## src/rtl/debias_pkg.sv

```systemverilog
package debias_pkg;

  localparam int unsigned DEF_CNT_W   = 32;
  localparam int unsigned DEF_MIN_BYP = 17;
  localparam int unsigned DEF_RUN_LEN = 32;

  // One candidate output: strobe plus data bit.
  typedef struct packed {
    logic vld;
    logic val;
  } dbit_t;

endpackage

```

## src/rtl/sample_timer.sv

```systemverilog
module sample_timer #(
  parameter int unsigned CNT_W   = 32,
  parameter int unsigned MIN_BYP = 17
) (
  input  logic             clk,
  input  logic             rst_n,
  input  logic             src_en,
  input  logic             soft_clr,
  input  logic             bypass,
  input  logic [CNT_W-1:0] interval,
  output logic             tick
);

  localparam logic [CNT_W-1:0] FLOOR = CNT_W'(MIN_BYP);
  localparam logic [CNT_W-1:0] ONE   = CNT_W'(1);

  // Interval actually applied: bypass floor, and zero read as one.
  function automatic logic [CNT_W-1:0] period_of(input logic [CNT_W-1:0] ivl,
                                                 input logic byp);
    if (byp && (ivl < FLOOR)) return FLOOR;
    if (ivl == '0)            return ONE;
    return ivl;
  endfunction

  logic [CNT_W-1:0] cnt;
  logic [CNT_W-1:0] last;

  assign last = period_of(interval, bypass) - ONE;
  assign tick = src_en && !soft_clr && (cnt >= last);

  always_ff @(posedge clk or negedge rst_n) begin
    if (!rst_n)        cnt <= '0;
    else if (soft_clr) cnt <= '0;
    else if (src_en) begin
      if (cnt >= last) cnt <= '0;
      else             cnt <= cnt + ONE;
    end
  end

endmodule

```

## src/rtl/pair_balancer.sv

```systemverilog
module pair_balancer (
  input  logic clk,
  input  logic rst_n,
  input  logic clr,
  input  logic tick,
  input  logic smp,
  output logic emit,
  output logic ebit
);

  logic half_vld;
  logic half_val;

  // A completed pair with unequal bits yields its first bit.
  function automatic logic pair_differs(input logic first, input logic second);
    return first ^ second;
  endfunction

  assign emit = tick && !clr && half_vld && pair_differs(half_val, smp);
  assign ebit = half_val;

  always_ff @(posedge clk or negedge rst_n) begin
    if (!rst_n) begin
      half_vld <= 1'b0;
      half_val <= 1'b0;
    end else if (clr) begin
      half_vld <= 1'b0;
      half_val <= 1'b0;
    end else if (tick) begin
      half_vld <= !half_vld;
      if (!half_vld) half_val <= smp;
    end
  end

endmodule

```

## src/rtl/run_monitor.sv

```systemverilog
module run_monitor #(
  parameter int unsigned RUN_LEN = 32
) (
  input  logic clk,
  input  logic rst_n,
  input  logic clr,
  input  logic tick,
  input  logic smp,
  output logic hit
);

  localparam int unsigned RUN_W = $clog2(RUN_LEN + 1);
  localparam logic [RUN_W-1:0] TOP = RUN_W'(RUN_LEN - 1);

  logic [RUN_W-1:0] run_cnt;
  logic             run_val;
  logic             same;

  // Sample extends the current run only if a run exists and values match.
  function automatic logic extends_run(input logic [RUN_W-1:0] c,
                                       input logic v, input logic b);
    return (c != '0) && (v == b);
  endfunction

  assign same = extends_run(run_cnt, run_val, smp);
  assign hit  = tick && !clr && same && (run_cnt == TOP);

  always_ff @(posedge clk or negedge rst_n) begin
    if (!rst_n) begin
      run_cnt <= '0;
      run_val <= 1'b0;
    end else if (clr) begin
      run_cnt <= '0;
      run_val <= 1'b0;
    end else if (tick) begin
      if (hit) begin
        run_cnt <= '0;
      end else if (!same) begin
        run_val <= smp;
        run_cnt <= RUN_W'(1);
      end else begin
        run_cnt <= run_cnt + RUN_W'(1);
      end
    end
  end

endmodule

```

## src/rtl/entropy_debias.sv

```systemverilog
module entropy_debias
  import debias_pkg::*;
#(
  parameter int unsigned CNT_W   = DEF_CNT_W,
  parameter int unsigned MIN_BYP = DEF_MIN_BYP,
  parameter int unsigned RUN_LEN = DEF_RUN_LEN
) (
  input  logic             clk,
  input  logic             rst_n,
  input  logic             src_en,
  input  logic             raw_bit,
  input  logic [CNT_W-1:0] interval,
  input  logic             bypass,
  input  logic             soft_clr,
  output logic             bit_out,
  output logic             bit_vld,
  output logic             stuck_err
);

  // Named internal events, visible to the bound checker.
  logic  sample_tick;
  logic  pair_emit;
  logic  pair_bit;
  logic  run_hit;
  logic  stage_clr;
  dbit_t nxt;

  assign stage_clr = soft_clr | bypass;

  sample_timer #(.CNT_W(CNT_W), .MIN_BYP(MIN_BYP)) u_timer (
    .clk      (clk),
    .rst_n    (rst_n),
    .src_en   (src_en),
    .soft_clr (soft_clr),
    .bypass   (bypass),
    .interval (interval),
    .tick     (sample_tick)
  );

  pair_balancer u_bal (
    .clk   (clk),
    .rst_n (rst_n),
    .clr   (stage_clr),
    .tick  (sample_tick),
    .smp   (raw_bit),
    .emit  (pair_emit),
    .ebit  (pair_bit)
  );

  run_monitor #(.RUN_LEN(RUN_LEN)) u_run (
    .clk   (clk),
    .rst_n (rst_n),
    .clr   (stage_clr),
    .tick  (sample_tick),
    .smp   (raw_bit),
    .hit   (run_hit)
  );

  always_comb begin
    if (bypass) begin
      nxt.vld = sample_tick;
      nxt.val = sample_tick & raw_bit;
    end else begin
      nxt.vld = pair_emit;
      nxt.val = pair_emit & pair_bit;
    end
  end

  always_ff @(posedge clk or negedge rst_n) begin
    if (!rst_n) begin
      bit_vld   <= 1'b0;
      bit_out   <= 1'b0;
      stuck_err <= 1'b0;
    end else begin
      bit_vld   <= nxt.vld;
      bit_out   <= nxt.val;
      stuck_err <= run_hit;
    end
  end

endmodule

```

## config.mk

```make
export PLATFORM = sky130hd
export DESIGN_NAME = entropy_debias
export DESIGN_NICKNAME = d
export VERILOG_FILES = /design/src/rtl/debias_pkg.sv /design/src/rtl/sample_timer.sv /design/src/rtl/pair_balancer.sv /design/src/rtl/run_monitor.sv /design/src/rtl/entropy_debias.sv
export SDC_FILE = /design/constraint.sdc
export NUM_CORES = 1
export LEC_CHECK = 0
export BUFFER_PORTS_ARGS = -buffer_cell sky130_fd_sc_hd__buf_2
export CORE_MARGIN = 2
export CORE_UTILIZATION = 45
export CTS_CLUSTER_DIAMETER = 80
export DETAILED_ROUTE_END_ITERATION = 8
export MAX_ROUTING_LAYER = met4
export SYNTH_ARGS = -nofsm -noshare
export SYNTH_HDL_FRONTEND = slang
export SYNTH_HIERARCHICAL = 1
export SYNTH_SLANG_ARGS = --single-unit
```

## constraint.sdc

```tcl
create_clock -name clk -period 4 [get_ports clk]
set_input_delay 1 -clock clk [delete_from_list [all_inputs] [get_ports clk]]
set_output_delay 1 -clock clk [all_outputs]
set_load 0.05 [all_outputs]
```

==> results.json <==
{
  "yosysWarnings": 6,
  "io_buffers": 40,
  "ys_top_cells_by_area": "dfrtp_1 (28%), ha_1 (12%), nand2_1 (5.3%)",
  "dieArea_um2": 9378,
  "rr_startpoint": "u_timer/cnt[5]",
  "rows": 33,
  "drtPass1Iterations": 4,
  "skew_ns": 0.01284,
  "cp-end-kind": "flop",
  "clk_latency_ns": 0.30,
  "reg2reg_slack_ns": 1.05,
  "dp_hpwl_mm": 7.686,
  "power_mw": 0.8836,
  "crit_fanout": 8,
  "slew_headroom": 0.3143,
  "cp-start-kind": "primary input",
  "crit_arrival_ns": 5.43,
  "layout-drive-gt1-share": 0.2743,
  "grt_pass1_wl_mm": 17.77,
  "core_um2": 8299,
  "reg2regPathDepth": 11,
  "ys_ff_latch": 44,
  "die_h_um": 96.84,
  "drv_slew": 0,
  "outcome": "complete, but fails checks",
  "syn_nets": 542,
  "synthCells": 468,
  "power.density_nw_per_um2": 180.4,
  "cts_buffers": 5,
  "grt_util_all_layers": 0.2297,
  "ys_seq_area_frac": 0.2839,
  "finalCriticalPeriod_ns": 5.262,
  "area_growth_pct": 26.26,
  "drt_iter0_drc": 211,
  "grt_pass1_vias": 3824,
  "routed_wl_mm": 10.44,
  "synth_edf_count": 0,
  "grt_overflow": 0,
  "rsz0062_at_grt": "true",
  "clk_path_buf_depth": 2,
  "netlist-cell-type-count": 62,
  "grt_max_degree": 45,
  "required_ns": 4.17,
  "htree_levels": 2,
  "leakagePower_nw": 2.140,
  "drv_cap": 0,
  "synth_top_area_cell": "dfrtp_1",
  "fmax_mhz": 190.1,
  "endpoint": "u_timer/cnt[31]",
  "vias_per_cell": 5.921,
  "num_antenna_cells": 0,
  "ant_nets": 0,
  "crit_start": "interval[6]",
  "setup_tns_ns": -47.59,
  "die_x_um": 96.84,
  "nNetsFinal": 639,
  "syn_area_um2": 3879,
  "hold_viol_final": 0,
  "setup_ws_ns": -1.262,
  "cts.sinks": 44,
  "worst_slew_pin_slew_ns": 1.029,
  "antenna_found_initial": 0,
  "start_util": 0.4674,
  "cts_tree": "built",
  "drc": 0,
  "async_reset_ff_frac": 1.000,
  "place_congestion": 0.8713,
  "min_path_type": "flop to flop",
  "path_clk_slew_ns": 0.08,
  "wire_per_inst_um": 15.57,
  "design_area_um2": 4897,
  "ctsRootBufferMaster": "clkbuf_8",
  "avgSynthCellArea_um2": 8.288,
  "rr_endpoint": "u_run/run_cnt[2]",
  "setup_viol": 44,
  "ys.flop_type": "dfrtp_1",
  "io_pins": 41,
  "violations": "setup timing",
  "route.vias.total": 3967,
  "finalCritPeriodShare": 1.315,
  "crit_type": "primary input to flop",
  "synthDominantCellAreaShare": 0.2839,
  "dpl_cell_area_um2": 4638,
  "peakVddDrop_uv": 123.2
}
==> cell families (layout without fill, tap and decap cells) <==
| family | Yosys count | after routing | synth area share |
|---|---|---|---|
| mux | 3 | 3 | 0.009354 |
| buf+inv | 31 | 128 | 0.03129 |
| fa+ha+maj | 38 | 38 | 0.1213 |
| flops | 44 | 44 | 0.2839 |
| compound gates | 82 | 82 | 0.1423 |
| xor+xnor | 39 | 39 | 0.08806 |
| simple gates | 231 | 231 | 0.3239 |
==> cells in the final DEF, fill, tap and decap left out, types with 4 or more instances in the layout <==
cell,n
nand4_1,14
nand2_1,55
a31oi_1,19
buf_4,65
nand3b_1,5
or4_1,12
nand2b_1,8
nor4_1,6
and4_1,6
xnor2_1,22
nand3_1,27
or4_4,5
nor2_2,5
o21ai_0,11
inv_1,13
nand4b_1,4
nor3_2,4
xor2_1,17
nor2_1,37
nor3_1,14
a21oi_1,19
dfrtp_1,44
and3_1,10
ha_1,35
clkbuf_8,5
buf_2,39
==> stage by stage <==
| step | std cells | hold slack (ns) | setup slack [ns] | utilization |
|---|---|---|---|---|
| floorplan | 468 | 0.5059 | -1.701 | - |
| global placement | 652 | 0.5251 | -1.552 | 0.5589 |
| detailed placement | 652 | 0.5348 | -1.638 | 0.5589 |
| CTS | 662 | 0.5544 | -1.223 | 0.5730 |
| global route | 670 | 0.6051 | -1.487 | 0.5901 |
| finish | 670 | 0.5473 | -1.262 | 0.5901 |
==> worst min-delay path by stage <==
stage / start / to / slack [ns] / cells past startpoint
2_1_floorplan: u_run/run_val / u_run/run_val / 0.51 / 2
3_3_place_gp: u_run/run_val / u_run/run_val / 0.53 / 2
3_5_place_dp: u_run/run_val / u_run/run_val / 0.53 / 2
4_1_cts: u_run/run_val / u_run/run_val / 0.55 / 2
5_1_grt: u_run/run_val / u_run/run_val / 0.61 / 2
6_report: u_run/run_val / u_run/run_val / 0.55 / 2
==> layout make-up <==
| cell class | instances | area, µm² |
|---|---|---|
| fill | 778 | 3402 |
| clock buffer | 5 | 68.82 |
| timing repair buffer | 108 | 750.7 |
| tap | 105 | 131.4 |
| multi-input combinational | 393 | 2784 |
| sequential | 44 | 1101 |
| inverter | 13 | 48.80 |
| clock inverter | 2 | 12.51 |
==> repair_timing <==
item / CTS / global route
resized for setup: 5 / 19
hold buffers: 0 / 0
setup endpoints to repair: 44 / 44
setup buffers: 3 / 7
pin swaps: 2 / 9
cloned: 0 / 1
==> cells in the mapped netlist, drive strengths merged (3+ instances only) <==
library cell	n
nand2	57
dfrtp	44
nor2	42
ha	36
nand3	28
a21oi	22
xnor2	22
a31oi	20
nor3	20
or4	17
xor2	17
clkbuf	16
nand4	15
o21ai	14
inv	13
and3	10
nor4	10
nand2b	8
and4	6
nand3b	5
nand4b	4
a21o	3
o311ai	3
==> flip-flops by register name, indices dropped and copies added (netlist names) <==
register	count
u_timer/cnt	32
u_run/run_cnt	6
bit_out	1
bit_vld	1
stuck_err	1
u_bal/ebit	1
u_bal/half_vld	1
u_run/run_val	1
==> where the power goes <==
group	internal [mW]	total [mW]	leakage, nW	switching (mW)
registers	0.446	0.448	0.614	0.00175
clock network	0.119	0.274	0.0400	0.156
logic	0.0733	0.162	1.49	0.0883
==> layer usage <==
metal	track usage	up-vias	routed length (µm)
met5	-	-	0
met4	0.06176	0	182
met3	0.03107	15	315
met2	0.3729	96	5042
met1	0.3032	1925	4894
li1	-	1931	-
==> critical path, stage by stage <==
cell,delay [ns]
buf_6,0.09
or4_4,0.53
or3_4,0.34
and4bb_4,0.34
o211ai_1,0.10
nand2_1,0.09
ha_2,0.18
nand3_2,0.08
a21oi_4,0.21
nand2_4,0.13
nor3_4,0.19
xnor2_1,0.14
ha_1,0.28
buf_4,0.15
a21oi_2,0.11
nand2_1,0.07
a221o_1,0.31
a21oi_2,0.13
buf_4,0.14
o21ai_4,0.07
clkbuf_16,0.17
or4_1,0.47
o311ai_0,0.13
Note: power is estimated with default switching activity, not from simulation.
